--- config.mk ---
export PLATFORM = sky130hd
export DESIGN_NAME = flash_erase_seq
export DESIGN_NICKNAME = d
export VERILOG_FILES = /design/src/rtl/erase_seq_pkg.sv /design/src/rtl/ers_regs.sv /design/src/rtl/ers_timer.sv /design/src/rtl/ers_fsm.sv /design/src/rtl/ers_blockmap.sv /design/src/rtl/flash_erase_seq.sv
export SDC_FILE = /design/constraint.sdc
export NUM_CORES = 1
export LEC_CHECK = 0
export BUFFER_PORTS_ARGS = -buffer_cell sky130_fd_sc_hd__buf_2
export CORE_UTILIZATION = 48
export CTS_BUF_LIST = sky130_fd_sc_hd__clkbuf_8 sky130_fd_sc_hd__clkbuf_16
export DETAILED_ROUTE_END_ITERATION = 8
export GPL_TIMING_DRIVEN = 0
export PLACE_DENSITY_LB_ADDON = 0.2
export SLEW_MARGIN = 10
export SYNTH_ARGS = -nofsm -noshare
export SYNTH_HDL_FRONTEND = slang
export SYNTH_SLANG_ARGS = --single-unit
--- constraint.sdc ---
create_clock -name clk -period 2.1 [get_ports clk]
set_input_delay 0.315 -clock clk [delete_from_list [all_inputs] [get_ports clk]]
set_output_delay 0.315 -clock clk [all_outputs]
set_load 0.05 [all_outputs]
--- src/rtl/erase_seq_pkg.sv ---
package erase_seq_pkg;
  localparam int DATA_W    = 16;
  localparam int SEL_W     = 8;
  localparam int PROT_BIT  = 8;
  localparam int MODE_BIT  = 9;
  localparam int SETUP_BIT = 10;
  localparam int EN_BIT    = 11;

  typedef enum logic [2:0] {
    ST_IDLE  = 3'd0,
    ST_ARMED = 3'd1,
    ST_START = 3'd2,
    ST_PULSE = 3'd3,
    ST_DONE  = 3'd4
  } seq_state_t;
endpackage

--- src/rtl/ers_regs.sv ---
module ers_regs
  import erase_seq_pkg::*;
#(
  parameter int PRE_W = 8,
  parameter int CNT_W = 8
) (
  input  logic              clk,
  input  logic              rst,
  input  logic              reg_wr,
  input  logic              reg_sel,
  input  logic [DATA_W-1:0] reg_wdata,
  input  logic              ehv_q,
  output logic [PRE_W-1:0]  pre_q,
  output logic [CNT_W-1:0]  cnt_q,
  output logic [SEL_W-1:0]  sel_q,
  output logic              prot_q,
  output logic              mode_q,
  output logic              setup_q,
  output logic              field_wr,
  output logic              en_set_req,
  output logic              en_clr_req,
  output logic [DATA_W-1:0] timing_rd
);
  localparam int TIM_W = PRE_W + CNT_W;

  logic wr_stat;
  logic wr_tim;

  assign wr_stat    = reg_wr & reg_sel;
  assign wr_tim     = reg_wr & ~reg_sel & ~ehv_q;
  assign en_set_req = wr_stat &  reg_wdata[EN_BIT] & ~ehv_q;
  assign en_clr_req = wr_stat & ~reg_wdata[EN_BIT] &  ehv_q;
  assign field_wr   = wr_stat & ~reg_wdata[EN_BIT] & ~ehv_q;

  always_ff @(posedge clk) begin
    if (rst) begin
      pre_q <= '0;
      cnt_q <= '0;
    end else if (wr_tim) begin
      pre_q <= reg_wdata[PRE_W-1:0];
      cnt_q <= reg_wdata[PRE_W +: CNT_W];
    end
  end

  always_ff @(posedge clk) begin
    if (rst) begin
      sel_q   <= '0;
      prot_q  <= 1'b1;
      mode_q  <= 1'b0;
      setup_q <= 1'b0;
    end else if (field_wr) begin
      sel_q   <= reg_wdata[SEL_W-1:0];
      prot_q  <= reg_wdata[PROT_BIT];
      mode_q  <= reg_wdata[MODE_BIT];
      setup_q <= reg_wdata[SETUP_BIT];
    end
  end

  assign timing_rd = DATA_W'({cnt_q, pre_q});


  field_lock_chk: assert property (@(posedge clk) disable iff (rst)
    ehv_q |=> ($stable(sel_q) && $stable(prot_q) && $stable(mode_q) &&
               $stable(setup_q) && $stable(pre_q) && $stable(cnt_q)));

  initial begin
    tim_width_chk: assert (TIM_W <= DATA_W);
  end
endmodule

--- src/rtl/ers_timer.sv ---
module ers_timer #(
  parameter int PRE_W = 8,
  parameter int CNT_W = 8
) (
  input  logic             clk,
  input  logic             rst,
  input  logic             load,
  input  logic             run,
  input  logic [PRE_W-1:0] pre_in,
  input  logic [CNT_W-1:0] cnt_in,
  output logic             last
);
  logic [PRE_W-1:0] pre_c;
  logic [CNT_W-1:0] cnt_c;

  assign last = (pre_c == '0) && (cnt_c == '0);

  always_ff @(posedge clk) begin
    if (rst) begin
      pre_c <= '0;
      cnt_c <= '0;
    end else if (load) begin
      pre_c <= pre_in;
      cnt_c <= cnt_in;
    end else if (run && !last) begin
      if (pre_c == '0) begin
        pre_c <= pre_in;
        cnt_c <= cnt_c - 1'b1;
      end else begin
        pre_c <= pre_c - 1'b1;
      end
    end
  end


  timer_step_chk: assert property (@(posedge clk) disable iff (rst)
    (run && !load && !last && $past(run)) |-> !($past(last)));
endmodule

--- src/rtl/ers_fsm.sv ---
module ers_fsm
  import erase_seq_pkg::*;
(
  input  logic       clk,
  input  logic       rst,
  input  logic       array_wr,
  input  logic       field_wr,
  input  logic       en_set_req,
  input  logic       en_clr_req,
  input  logic       prot_q,
  input  logic       mode_q,
  input  logic       setup_q,
  input  logic       last,
  output seq_state_t state,
  output logic       ehv_q,
  output logic       hv_q,
  output logic       err_q,
  output logic       start,
  output logic       run,
  output logic       mark
);
  logic ilk_ok;

  assign ilk_ok = array_wr & ~prot_q & mode_q & setup_q;
  assign ehv_q  = (state == ST_START) || (state == ST_PULSE) || (state == ST_DONE);
  assign start  = (state == ST_START);
  assign run    = (state == ST_PULSE);
  assign mark   = (state == ST_PULSE) && last && !en_clr_req;

  always_ff @(posedge clk) begin
    if (rst) begin
      state <= ST_IDLE;
      hv_q  <= 1'b0;
      err_q <= 1'b0;
    end else begin
      case (state)
        ST_IDLE: begin
          if (en_set_req) err_q <= 1'b1;
          if (ilk_ok) begin
            state <= ST_ARMED;
            err_q <= 1'b0;
          end
        end
        ST_ARMED: begin
          if (en_set_req)    state <= ST_START;
          else if (field_wr) state <= ST_IDLE;
        end
        ST_START: begin
          if (en_clr_req) state <= ST_IDLE;
          else begin
            state <= ST_PULSE;
            hv_q  <= 1'b1;
          end
        end
        ST_PULSE: begin
          if (en_clr_req) begin
            state <= ST_IDLE;
            hv_q  <= 1'b0;
          end else if (last) begin
            state <= ST_DONE;
            hv_q  <= 1'b0;
          end
        end
        ST_DONE: begin
          if (en_clr_req) state <= ST_IDLE;
        end
        default: begin
          state <= ST_IDLE;
          hv_q  <= 1'b0;
        end
      endcase
    end
  end


  hv_needs_en_chk: assert property (@(posedge clk) disable iff (rst)
    hv_q |-> ehv_q);


  hv_rise_chk: assert property (@(posedge clk) disable iff (rst)
    $rose(hv_q) |-> $past(state == ST_START));


  err_cause_chk: assert property (@(posedge clk) disable iff (rst)
    $rose(err_q) |-> $past(en_set_req && state != ST_ARMED));


  arm_cause_chk: assert property (@(posedge clk) disable iff (rst)
    (state == ST_ARMED && $past(state) != ST_ARMED) |-> $past(array_wr));
endmodule

--- src/rtl/ers_blockmap.sv ---
module ers_blockmap
  import erase_seq_pkg::*;
#(
  parameter int NUM_BLOCKS = 6
) (
  input  logic                  clk,
  input  logic                  rst,
  input  logic                  latch,
  input  logic                  mark,
  input  logic                  busy,
  input  logic [SEL_W-1:0]      sel_q,
  input  logic                  prot_q,
  input  logic                  mode_q,
  input  logic                  gen_en,
  input  logic                  blk0_en,
  input  logic                  prog_wr,
  input  logic [NUM_BLOCKS-1:0] prog_blocks,
  output logic [NUM_BLOCKS-1:0] erased_q
);
  logic [NUM_BLOCKS-1:0] permit;
  logic [NUM_BLOCKS-1:0] eff_q;

  generate
    for (genvar b = 0; b < NUM_BLOCKS; b++) begin : g_permit
      if (b == 0) begin : g_b0
        assign permit[b] = sel_q[b] & blk0_en & gen_en & ~prot_q & mode_q;
      end else begin : g_bn
        assign permit[b] = sel_q[b] & gen_en & ~prot_q & mode_q;
      end
    end
  endgenerate

  always_ff @(posedge clk) begin
    if (rst)        eff_q <= '0;
    else if (latch) eff_q <= permit;
  end

  always_ff @(posedge clk) begin
    if (rst)                   erased_q <= '0;
    else if (mark)             erased_q <= erased_q | eff_q;
    else if (prog_wr && !busy) erased_q <= erased_q & ~prog_blocks;
  end


  mark_only_chk: assert property (@(posedge clk) disable iff (rst)
    ((erased_q & ~$past(erased_q)) != '0) |-> $past(mark));


  prog_idle_chk: assert property (@(posedge clk) disable iff (rst)
    ((~erased_q & $past(erased_q)) != '0) |-> $past(!busy && prog_wr));


  gen_gate_chk: assert property (@(posedge clk) disable iff (rst)
    $past(latch && !gen_en) |-> (eff_q == '0));


  blk0_gate_chk: assert property (@(posedge clk) disable iff (rst)
    $past(latch && !blk0_en) |-> !eff_q[0]);
endmodule

--- src/rtl/flash_erase_seq.sv ---
module flash_erase_seq
  import erase_seq_pkg::*;
#(
  parameter int NUM_BLOCKS = 6,
  parameter int PRE_W      = 8,
  parameter int CNT_W      = 8
) (
  input  logic                  clk,
  input  logic                  rst,
  input  logic                  reg_wr,
  input  logic                  reg_sel,
  input  logic [15:0]           reg_wdata,
  input  logic                  array_wr,
  input  logic                  erase_en_global,
  input  logic                  blk0_en,
  input  logic                  prog_wr,
  input  logic [NUM_BLOCKS-1:0] prog_blocks,
  output logic [15:0]           timing_rd,
  output logic [15:0]           status_rd,
  output logic                  hv_status,
  output logic                  seq_err,
  output logic [NUM_BLOCKS-1:0] erased_mask
);
  logic [PRE_W-1:0] pre_q;
  logic [CNT_W-1:0] cnt_q;
  logic [SEL_W-1:0] sel_q;
  logic prot_q, mode_q, setup_q;
  logic field_wr, en_set_req, en_clr_req;
  logic ehv_q, hv_q, err_q, start, run, mark, last;
  seq_state_t state;

  ers_regs #(.PRE_W(PRE_W), .CNT_W(CNT_W)) u_regs (
    .clk(clk), .rst(rst), .reg_wr(reg_wr), .reg_sel(reg_sel),
    .reg_wdata(reg_wdata), .ehv_q(ehv_q), .pre_q(pre_q), .cnt_q(cnt_q),
    .sel_q(sel_q), .prot_q(prot_q), .mode_q(mode_q), .setup_q(setup_q),
    .field_wr(field_wr), .en_set_req(en_set_req), .en_clr_req(en_clr_req),
    .timing_rd(timing_rd)
  );

  ers_fsm u_fsm (
    .clk(clk), .rst(rst), .array_wr(array_wr), .field_wr(field_wr),
    .en_set_req(en_set_req), .en_clr_req(en_clr_req), .prot_q(prot_q),
    .mode_q(mode_q), .setup_q(setup_q), .last(last), .state(state),
    .ehv_q(ehv_q), .hv_q(hv_q), .err_q(err_q), .start(start), .run(run),
    .mark(mark)
  );

  ers_timer #(.PRE_W(PRE_W), .CNT_W(CNT_W)) u_timer (
    .clk(clk), .rst(rst), .load(start), .run(run), .pre_in(pre_q),
    .cnt_in(cnt_q), .last(last)
  );

  ers_blockmap #(.NUM_BLOCKS(NUM_BLOCKS)) u_map (
    .clk(clk), .rst(rst), .latch(start), .mark(mark), .busy(ehv_q),
    .sel_q(sel_q), .prot_q(prot_q), .mode_q(mode_q),
    .gen_en(erase_en_global), .blk0_en(blk0_en), .prog_wr(prog_wr),
    .prog_blocks(prog_blocks), .erased_q(erased_mask)
  );

  assign status_rd = {4'b0000, ehv_q, setup_q, mode_q, prot_q, sel_q};
  assign hv_status = hv_q;
  assign seq_err   = err_q;

  initial begin
    blocks_range_chk: assert (NUM_BLOCKS >= 1 && NUM_BLOCKS <= SEL_W);
  end
endmodule

**Yosys cells after proc, flatten, opt, wreduce, memory -nomap -nowiden**

Cells that the tools add are included.
Widths: inputs -> output; s select.

- Bits in registers: 60
- Latch bits: 0
- Bits in writable memories: 0
- Memory bits (read-only): 0
- Bits of input ports: 30
- Output and inout port bits: 40
- Word-level logic and storage cells: 106
- Memories: 0

- $add $sub $neg: 2
- Multipliers: 0
- Div/mod/pow operators: 0
- $lt $le $gt $ge: 0
- Equality and inequality tests: 9
- Shift-type cells: 0
- Muxes and demuxes: 22
- Bitwise operators: 38
- Reductions and logical operators: 22

Operators with widths:

| cell | count |
|---|---|
| $mux 8 | 6 |
| $and 1x1->1 | 30 |
| $mux 3 | 6 |
| $logic_not 8->1 | 2 |
| $sub 8x1->8 const B | 2 |
| $pmux 3 s5 | 1 |
| $mux 6 | 2 |
| $reduce_bool 2->1 | 4 |
| $and 6x6->6 | 1 |
| $eq 3x2->1 const B | 2 |
| $ne 3x3->1 const B | 2 |
| $not 6->6 | 1 |
| $or 6x6->6 | 1 |
| $logic_and 1x1->1 | 5 |
| $mux 1 | 5 |
| $not 1->1 | 5 |
| $ne 2x1->1 const B | 2 |
| $reduce_and 2->1 | 2 |
| $reduce_and 4->1 | 1 |
| $eq 3x1->1 const B | 1 |
| $eq 3x3->1 const B | 1 |
| $logic_not 1->1 | 3 |
| $logic_not 3->1 | 1 |
| $pmux 1 s3 | 1 |
| other kinds (5) | 6 |

**Longest topological paths before layout**

Gate-level depths: netlist of run 1.

- Word-level depth: 8
- Depth in mapped cells: 8
- Gate-level depth less buffers: 6

**Hierarchy**

Synthesis of run 1 repeated with hierarchy kept, for this count alone.

- Cells, all modules: 348
- Area total of the unflattened synthesis: 3229.3 um2

By module, submodules not included:

| module | instances | cells an instance | area an instance (um2) | sequential area each (um2) |
|---|---|---|---|---|
| ers_regs | 1 | 128 | 1291.2 | 540.5 |
| ers_timer | 1 | 136 | 1117.3 | 320.3 |
| ers_blockmap | 1 | 37 | 439.2 | 240.2 |
| ers_fsm | 1 | 38 | 317.8 | 100.1 |
| flash_erase_seq | 1 | 9 | 63.8 | 0.0 |

**Worst setup path after synthesis of run 1**

Ideal clock, no wire load.

- Path type: register to register
- From: register u_timer.pre_c[0]
- To: register u_timer.cnt_c[0]
- Library setup time: 91 ps
- Arrival: 2090 ps
- Required time: 2009 ps
- Setup slack: -81 ps
- Stages on the path, launching flop included: 8
- Path buffers: 1
- Period minus slack after synthesis: 2181 ps
- Path through: dfxtp_1 > inv_1 > ha_1 > or4b_4 > or3_1 > buf_2 > or3_1 > a311oi_1

- Longest elaborated chain between the ends: 6
- Elaborated cells on any way between the ends: 7
- Classes of those cells: reduce/logical: 7

Ends and longest elaborated chain:

| what | line | source |
|---|---|---|
| start: declaration | ers_timer.sv:13 | `logic [PRE_W-1:0] pre_c;` |
| start signal: assignment | ers_timer.sv:23 | `pre_c <= pre_in;` |
| start signal: assignment | ers_timer.sv:27 | `pre_c <= pre_in;` |
| start signal: assignment | ers_timer.sv:30 | `pre_c <= pre_c - 1'b1;` |
| $logic_not 8->1 (*) | ers_timer.sv:16, ers_timer.sv:26 |  |
| $logic_and 1x1->1 | ers_timer.sv:16 | `assign last = (pre_c == '0) && (cnt_c == '0);` |
| $logic_not 1->1 | ers_timer.sv:25 | `end else if (run && !last) begin` |
| $logic_and 1x1->1 | ers_timer.sv:25 |  |
| $reduce_bool 2->1 (no line) | -- |  |
| $reduce_and 2->1 (no line) (*) | -- |  |
| end signal: assignment | ers_timer.sv:24 | `cnt_c <= cnt_in;` |
| end signal: assignment | ers_timer.sv:28 | `cnt_c <= cnt_c - 1'b1;` |
| end: declaration | ers_timer.sv:14 | `logic [CNT_W-1:0] cnt_c;` |

Mark *: on every way between the ends. The rest lies on a longest branch, timed or not.
A chain may end at the register's enable or synchronous reset.

**Worst setup path after layout of run 1**

Ends and elaborated chain as after synthesis.

==> flow_metrics.tcl, run 1 <==
set metrics [dict create \
    postSynthAreaPerCell_um2 8.62 \
    ys_types 50 \
    grt_pass1_vias 2732 \
    final_area_mm2 0.00366 \
    antenna_cells 0 \
    failed_checks "setup timing" \
    place_congestion 0.988 \
    rr_worst_depth 6 \
    timing.slew.headroom_pct 60.3 \
    worstReg2RegStart "u_timer.pre_c[0]" \
    grt_antenna_before_repair 0 \
    ys_top_cells_by_area "dfxtp_1 41%, mux2i_1 10%, nor2_1 6.8%" \
    seq_area_frac_synth_pct 41.1 \
    ctsLongestPathBuffers 2 \
    cp_max_fo 4 \
    worst_setup_path_end_kind "flop" \
    final_max_slew_viol_count 0 \
    fp.dieArea_mm2 0.00640 \
    yosys_register_bits 60 \
    wl_um 8510 \
    critPathCapture "u_timer.cnt_c[0]" \
    dp_hpwl_um 6020 \
    grt_pass1_wl_um 13500 \
    numCtsBuffers 9 \
    synth_top_area_cell "dfxtp_1" \
    yosysTopAreaCellShare_pct 41.1 \
    cp-startpoint "u_timer.pre_c[0]" \
    fin_ws_ns -0.0279 \
    die_h_um 80.0 \
    ys.flop_type "dfxtp_1" \
    ant_nets 0 \
    ys_warn_count 0 \
    finalSetupViolations 1 \
    grt_setup_unrepaired "true" \
    insertion_delay_ns 0.34 \
    ir_drop_v 0.000420 \
    maxCapViolCount 0 \
    ff2ff_setup_slack_ns -0.03 \
    crit_family "simple AND/OR/NAND/NOR gates" \
    drcViolationCount 0 \
    vias 2975 \
    overflow 0 \
    drt-initial-drc-count 240 \
    critPathLaunchType "flop" \
    core-area_mm2 0.00589 \
    arrival_ns 2.37 \
    syn_area_mm2 0.00292 \
    synth-edff-count 0 \
    cpPeakStageDelay_ns 0.48 \
    power.density_mw_per_mm2 645 \
    cts_tree "built" \
    htree_num_levels 3 \
    place_area_mm2 0.00336 \
    finalCritPeriodShare_pct 101 \
    grt_max_degree 11 \
    post-route-min-period_ns 2.13 \
    critPathBufInv 1 \
    ys_async_sr_fraction_pct 0 \
    final_layout_size_suffix_gt1_share_pct 28.4 \
    path_class "flop to flop" \
    path_clk_slew_ns 0.07 \
    hp-class "input port to flop" \
    wire_per_inst_um 17.1 \
    finalClockSkew_ns 0.00714 \
    syn2layout_area_growth_pct 25.1 \
    track_usage_pct 27.8 \
    row_count 28 \
    status "finished with violations" \
    portBuffers 65 \
    dp_worst_setup_slack_ns -0.459 \
    worstReg2RegEnd "u_timer.cnt_c[0]" \
    cp.required_ns 2.34 \
    worstMarginPinSlew_ns 0.594 \
    drt_pass1_iterations 5 \
    critical_path.cell_chain "inv_4, ha_4, or4b_4, or3_4, or3_1, a311oi_1" \
    cts.sinks 60 \
    layout.nets 450 \
    start_util_pct 49.6 \
    avgViaCountPerCell 5.97 \
    p_leak_nw 1.58 \
    hold_viol 0 \
    cts-root-buf "clkbuf_8" \
    crit_cells 6 \
    fp.dieW_um 80.0 \
    io_pins 70 \
    synthCells 339 \
    max_freq_mhz 470 \
    slowest_stage "or4b_4" \
]
[worst register-to-register path, stage by stage (launching register included)]
cell,delay (ns)
dfxtp_4,0.35
inv_4,0.06
ha_4,0.13
or4b_4,0.48
or3_4,0.43
or3_1,0.33
a311oi_1,0.24
[how the worst min path moves through the flow]
stage	start	endpoint	slack [ns]	cells past startpoint
floorplan	reg_wdata[8]	u_regs.prot_q	0.44	2
detailed placement	u_map.erased_q[3]	u_map.erased_q[3]	0.48	2
CTS	reg_wdata[8]	u_regs.prot_q	0.22	3
global route	reg_wdata[8]	u_regs.prot_q	0.23	3
finish	reg_wdata[15]	u_regs.cnt_q[7]	0.22	3
global placement	u_map.erased_q[5]	u_map.erased_q[5]	0.47	2
[logic make-up after synthesis]
family | after synthesis | share of synthesized area [%]
AO/OA/AOI/OAI | 78 | 18.5
multiplexers | 30 | 10.3
buffers and inverters | 42 | 6.51
AND/OR/NAND/NOR | 126 | 22.6
adder cells (fa/ha/maj) | 2 | 0.856
other | 1 | 0.128
flip-flops | 60 | 41.1
[area by class of cell]
| type | count | area [µm²] |
|---|---|---|
| clock inverter | 6 | 32.5 |
| inverter | 11 | 43.8 |
| buffer | 27 | 148 |
| tap | 75 | 93.8 |
| multi-input combinational | 240 | 1620 |
| clock buffer | 10 | 138 |
| fill | 552 | 2230 |
| timing repair buffer | 69 | 370 |
| sequential | 60 | 1210 |
[sequential cells by signal, indices dropped and copies added (netlist names)]
name / flops
u_regs.cnt_q: 8
u_regs.pre_q: 8
u_regs.sel_q: 8
u_timer.cnt_c: 8
u_timer.pre_c: 8
u_map.eff_q: 6
u_map.erased_q: 6
u_fsm.state: 3
u_fsm.err_q: 1
u_fsm.hv_q: 1
u_regs.mode_q: 1
u_regs.prot_q: 1
u_regs.setup_q: 1
[cell usage after synthesis (all sizes together), types with 3 or more instances]
library cell and number:
nand4 10, a211o 3, o32ai 3, dfxtp 60, clkbuf 20, o211ai 4, nor4 7, a32oi 10
or4 3, buf 11, or3 11, o21ai 13, nor3 5, a211oi 5, nand2 15, a31oi 5
inv 11, a22oi 5, o311ai 5, mux2i 30, or3b 3, nor2 53, a21oi 16
[metrics by stage]
step / setup TNS (ns) / hold slack, ns / std cells / utilization (%) / total power, mW
after floorplan: 0 / 0.444 / 342 / - / 1.39
after global placement: -11.42 / 0.470 / 482 / 57.1 / 1.47
after detailed placement: -11.69 / 0.477 / 482 / 57.1 / 1.47
after CTS: -0.00378 / 0.221 / 497 / 61.1 / 2.36
after global routing: -0.0923 / 0.229 / 498 / 62.1 / 2.44
final: -0.0279 / 0.225 / 498 / 62.1 / 2.36
[power breakdown]
group          leakage, nW  switching, mW  total (mW)  internal, mW
registers            0.487         0.0226        1.18          1.16
clock network       0.0907          0.462       0.909         0.447
logic                 1.00          0.182       0.264        0.0820
total                 1.58          0.667        2.36          1.69
[repair_timing]
action | in CTS | in global routing
pin swaps | 1 | 3
gates resized for setup | 21 | 14
setup buffers | 2 | 2
hold buffers | 0 | 0
setup endpoints to repair | 52 | 31
[routing by layer]
layer / wire length (µm) / part of all wire (%) / vias up / track usage, %
met3: 543 / 6.4 / 20 / 4.46
met5: 0 / 0 / - / 0
li1: - / - / 1409 / -
met2: 3840 / 45 / 141 / 43.6
met1: 3920 / 46 / 1405 / 37.1
met4: 207 / 2.4 / 0 / 13.2
[cells in the final DEF (no fill, tap or decap), drive strengths merged, types with 3 or more instances in the layout]
cell type,Yosys,final
nand4,10,10
a31oi,5,5
or4,3,3
nor4,7,7
or3,11,11
nor3,5,5
a22oi,5,5
a32oi,10,10
nand2,15,15
conb,1,4
a211o,3,3
o21ai,13,13
clkbuf,20,27
o311ai,5,5
or3b,3,3
nor2,53,53
mux2i,30,30
o211ai,4,4
dfxtp,60,60
buf,11,79
inv,11,13
a21oi,16,16
o32ai,3,3
a211oi,5,5
Power figures use the tool's default switching activity.
==> run 2, diff against run 1 <==
CORE_ASPECT_RATIO = 0.7   (was default)
==> flow_metrics.tcl, run 2 (synthesis gave the netlist of run 1 again) <==
set metrics [dict create \
    p_int_mw 1.79 \
    grt_antenna_before_repair 0 \
    postCtsHoldBufs 0 \
    hp-class "input port to flop" \
    post-route-util_pct 63.8 \
    finalClockSkew_ns 0.00550 \
    worstReg2RegStart "u_timer.pre_c[0]" \
    antenna_cells 0 \
    row_count 23 \
    power_frac_clock_pct 42.2 \
    max_freq_mhz 466 \
    dp.cells 482 \
    worstReg2RegEnd "u_timer.cnt_c[0]" \
    power.density_mw_per_mm2 677 \
    layout.nets 451 \
    vias 2970 \
    fin_setup_tns_ns -0.0458 \
    layout_commonest_cell "buf_2" \
    seqPwrFrac_pct 47.3 \
    worstMarginPinSlew_ns 0.569 \
    grt_max_degree 13 \
    cp_max_fo 7 \
    avgViaCountPerCell 5.95 \
    dp_hpwl_um 6280 \
    final_max_slew_viol_count 0 \
    cts_tree "built" \
    status "finished with violations" \
    failed_checks "setup timing" \
    comb_power_share_pct 10.5 \
    rr_worst_depth 6 \
    drcViolationCount 0 \
    core-area_mm2 0.00578 \
    timing.slew.headroom_pct 62.1 \
    syn2layout_area_growth_pct 26.4 \
    track_usage_pct 28.6 \
    fin_ws_ns -0.0458 \
    wl_um 8750 \
    final_layout_size_suffix_gt1_share_pct 29.2 \
    start_util_pct 50.5 \
    ctsLongestPathBuffers 2 \
    drt_pass1_iterations 5 \
    dp_worst_setup_slack_ns -0.374 \
    grt_pass1_wl_um 13600 \
    grt_pass1_vias 2628 \
    grt_setup_unrepaired "true" \
    final_cells 499 \
    ir_drop_v 0.000461 \
    htree_num_levels 3 \
    hold_path_end "u_regs.cnt_q[7]" \
    hold_start "reg_wdata[15]" \
    cts.sinks 60 \
    switching_power_mw 0.707 \
    ff2ff_setup_slack_ns -0.05 \
    path_class "flop to flop" \
    overflow 0 \
    final_cell_mix "67 x buf_2, 58 x dfxtp_1, 53 x nor2_1" \
    hold_viol 0 \
    p_sw_share_pct 28.3 \
    worst_setup_path_end_kind "flop" \
    finalSetupViolations 1 \
    fp.dieW_um 95.2 \
    portBuffers 65 \
    io_pins 70 \
    die_h_um 67.3 \
    finalCritPeriodShare_pct 102 \
    insertion_delay_ns 0.34 \
    place_congestion 0.913 \
    nFillCells 519 \
    path_clk_slew_ns 0.08 \
    cp.required_ns 2.35 \
    hold_path_depth 3 \
    numCtsBuffers 9 \
    fp.dieArea_mm2 0.00641 \
    wire_per_inst_um 17.5 \
    p_leak_nw 1.59 \
    cts-root-buf "clkbuf_8" \
    critPathLaunchType "flop" \
    arrival_ns 2.40 \
    drt-initial-drc-count 290 \
    ant_nets 0 \
    maxCapViolCount 0 \
    post-route-min-period_ns 2.15 \
]
run 2: cell count changes in the layout (fill, tap and decap cells not counted), sizes merged:
cell,previous run,this run
buf,79,81
bufinv,0,1
clkbuf,27,25
clkinv,2,3
inv,13,12
run 2: worst max-delay path by stage:
stage / start / to / slack [ns] / cells after the start
finish: u_timer.pre_c[0] / u_timer.cnt_c[0] / -0.05 / 6
global route: u_timer.pre_c[0] / u_timer.cnt_c[0] / -0.08 / 6
CTS: u_timer.pre_c[0] / u_timer.cnt_c[0] / -0.14 / 7
detailed placement: u_fsm.state[1] / u_regs.pre_q[4] / -0.37 / 8
global placement: u_timer.pre_c[0] / u_timer.cnt_c[5] / -0.39 / 6
floorplan: u_timer.pre_c[0] / u_timer.cnt_c[0] / 0.009 / 7
run 2: through the flow:
| step | instance area (µm²) | hold WS [ns] | total power [mW] |
|---|---|---|---|
| detailed placement | 3360 | 0.475 | 1.47 |
| global placement | 3360 | 0.465 | 1.47 |
| floorplan | 2940 | 0.444 | 1.39 |
| CTS | 3600 | 0.202 | 2.51 |
| finish | 3690 | 0.215 | 2.50 |
| global route | 3690 | 0.213 | 2.59 |
run 2: power by group through the flow:
stage / Sequential, mW / Clock (mW) / Combinational (mW)
after floorplan: 1.28 / 0 / 0.108
after global placement: 1.21 / 0 / 0.258
after detailed placement: 1.21 / 0 / 0.262
after CTS: 1.18 / 1.07 / 0.263
after global routing: 1.19 / 1.12 / 0.280
final: 1.18 / 1.06 / 0.263
run 2: layer usage:
metal | part of all wire (%) | up-vias | routed length, µm | GRT usage (%)
met5 | 0 | - | 0 | 0
met1 | 49 | 1394 | 4300 | 44.2
li1 | - | 1411 | - | -
met4 | 0.82 | 0 | 72 | 7.95
met2 | 41 | 158 | 3590 | 37.9
met3 | 9.0 | 7 | 787 | 7.66
run 2: worst max-delay path: stages, from the launching register on:
cell and delay (ns):
dfxtp_4 0.35, inv_4 0.06, ha_4 0.14, or4b_4 0.49
or3_4 0.44, or3_1 0.33, a311oi_1 0.25
run 2: area by class of cell:
| type | instances | area (µm²) | share of cell area (%) |
|---|---|---|---|
| multi-input cells | 240 | 1640 | 44.3 |
| flip-flops and latches | 60 | 1210 | 32.7 |
| repair buffers | 70 | 365 | 9.89 |
| plain buffers | 27 | 146 | 3.96 |
| clock buffers | 9 | 124 | 3.35 |
| well taps | 75 | 93.8 | 2.54 |
| clock inverters | 7 | 76.3 | 2.07 |
| inverters | 11 | 43.8 | 1.19 |
run 2: what timing repair did:
item	CTS	global route
setup buffers	1	4
endpoints found under the setup margin	59	21
gates resized for setup	13	26
pin swaps	0	4
==> run 3, diff against run 2 <==
CORE_UTILIZATION = 45   (was 48)
==> flow_metrics.tcl, run 3 (synthesis gave the netlist of run 1 again) <==
set metrics [dict create \
    overflow 0 \
    worstMarginPinSlew_ns 0.582 \
    rr_worst_depth 6 \
    layout_commonest_cell "buf_2" \
    status "finished with violations" \
    path_clk_slew_ns 0.07 \
    power.density_mw_per_mm2 645 \
    slowest_stage "or4b_4" \
    nFillCells 610 \
    syn2layout_area_growth_pct 25.0 \
    drcViolationCount 0 \
    portBuffers 65 \
    whs_ns 0.199 \
    final_layout_size_suffix_gt1_share_pct 28.4 \
    grt_pass1_vias 2614 \
    failed_checks "setup timing" \
    post-route-min-period_ns 2.11 \
    numCtsBuffers 9 \
    worstReg2RegEnd "u_timer.cnt_c[0]" \
    dp_hpwl_um 6480 \
    cts-root-buf "clkbuf_8" \
    finalClockSkew_ns 0.00808 \
    max_freq_mhz 473 \
    hp-class "input port to flop" \
    start_util_pct 46.8 \
    dp.cells 485 \
    layout.nets 450 \
    fp.dieW_um 98.3 \
    drt_pass1_iterations 7 \
    maxCapViolCount 0 \
    worst_setup_path_end_kind "flop" \
    cp-startpoint "u_timer.pre_c[0]" \
    place_congestion 0.930 \
    drt-initial-drc-count 245 \
    wire_per_inst_um 17.8 \
    htree_num_levels 3 \
    grt_antenna_before_repair 0 \
    ctsLongestPathBuffers 2 \
    ff2ff_setup_slack_ns -0.01 \
    fin_ws_ns -0.0146 \
    postCtsHoldBufs 0 \
    finalCritPeriodShare_pct 101 \
    p_leak_nw 1.57 \
    hold_viol 0 \
    ir_drop_v 0.000494 \
    path_class "flop to flop" \
    insertion_delay_ns 0.35 \
    cts.sinks 60 \
    arrival_ns 2.37 \
    grt_setup_unrepaired "true" \
    wl_um 8940 \
    final_max_slew_viol_count 0 \
    cp.required_ns 2.36 \
    cp_max_fo 7 \
    core-area_mm2 0.00625 \
    fp.dieArea_mm2 0.00682 \
    row_count 24 \
    crit_family "simple AND/OR/NAND/NOR gates" \
    cts_tree "built" \
    cpPeakStageDelay_ns 0.49 \
    finalSetupViolations 1 \
    crit_cells 6 \
    final_cell_mix "68 x buf_2, 58 x dfxtp_1, 53 x nor2_1" \
    grt_pass1_wl_um 14100 \
    io_pins 70 \
    track_usage_pct 27.1 \
    timing.slew.headroom_pct 61.2 \
    final_cells 501 \
    critPathCapture "u_timer.cnt_c[0]" \
    critPathBufInv 1 \
    antenna_cells 0 \
    die_h_um 69.4 \
    critPathLaunchType "flop" \
    critical_path.cell_chain "inv_4, ha_4, or4b_4, or3_4, or3_1, a311oi_1" \
    fin_setup_tns_ns -0.0146 \
    vias 2990 \
    ant_nets 0 \
    grt_max_degree 12 \
    worstReg2RegStart "u_timer.pre_c[0]" \
    avgViaCountPerCell 5.97 \
]
[run 3: worst min-delay path by stage]
stage / cells after the start / start / to / slack (ns)
4_1_cts: 3 / reg_wdata[12] / u_regs.cnt_q[4] / 0.19
3_5_place_dp: 2 / u_map.erased_q[5] / u_map.erased_q[5] / 0.48
6_report: 3 / reg_wdata[12] / u_regs.cnt_q[4] / 0.20
5_1_grt: 3 / reg_wdata[12] / u_regs.cnt_q[4] / 0.22
3_3_place_gp: 2 / u_map.erased_q[2] / u_map.erased_q[2] / 0.47
2_1_floorplan: 2 / reg_wdata[8] / u_regs.prot_q / 0.44
[run 3: per-stage QoR]
stage	power (mW)	setup slack, ns	utilization, %	area (µm²)
after global placement	1.47	-0.473	53.9	3370
after floorplan	1.39	0.00900	-	2940
after detailed placement	1.47	-0.414	53.9	3370
after CTS	2.37	-0.137	57.6	3600
after global routing	2.43	-0.0693	58.5	3650
final	2.36	-0.0146	58.5	3650
[run 3: tightest hold or removal path: stages]
cell and delay, ns:
buf_2 0.07, mux2i_1 0.05, nor2_1 0.07
[run 3: layer usage]
metal  global-route usage (%)  vias to the layer above  routed length, µm
li1                         -                     1412                  -
met1                     41.4                     1399               4330
met2                     35.4                      162               3620
met3                     7.56                       17                844
met4                     10.4                        0                143
met5                        0                        -                  0
[run 3: final cells by class]
class / instances / area, µm² / share of cell area, %
multi-input combinational: 240 / 1630 / 44.7
sequential: 60 / 1210 / 33.0
timing repair buffer: 69 / 358 / 9.80
buffer: 27 / 145 / 3.98
clock buffer: 9 / 124 / 3.39
tap: 78 / 97.6 / 2.67
clock inverter: 7 / 45.0 / 1.23
inverter: 11 / 43.8 / 1.20
[run 3: where the power goes]
part           switching, mW  internal (mW)  leakage (nW)  total (mW)
Clock                  0.486          0.422        0.0882       0.908
Combinational          0.183         0.0807         0.999       0.264
Sequential            0.0229           1.16         0.487        1.18
Total                  0.692           1.66          1.57        2.36
[run 3: timing repair]
| item | 4_1_cts | 5_1_grt |
|---|---|---|
| pin swaps | 2 | 3 |
| resized for setup | 16 | 18 |
| endpoints found under the setup margin | 55 | 26 |
| buffers inserted | 3 | 1 |
| gates cloned | 0 | 0 |
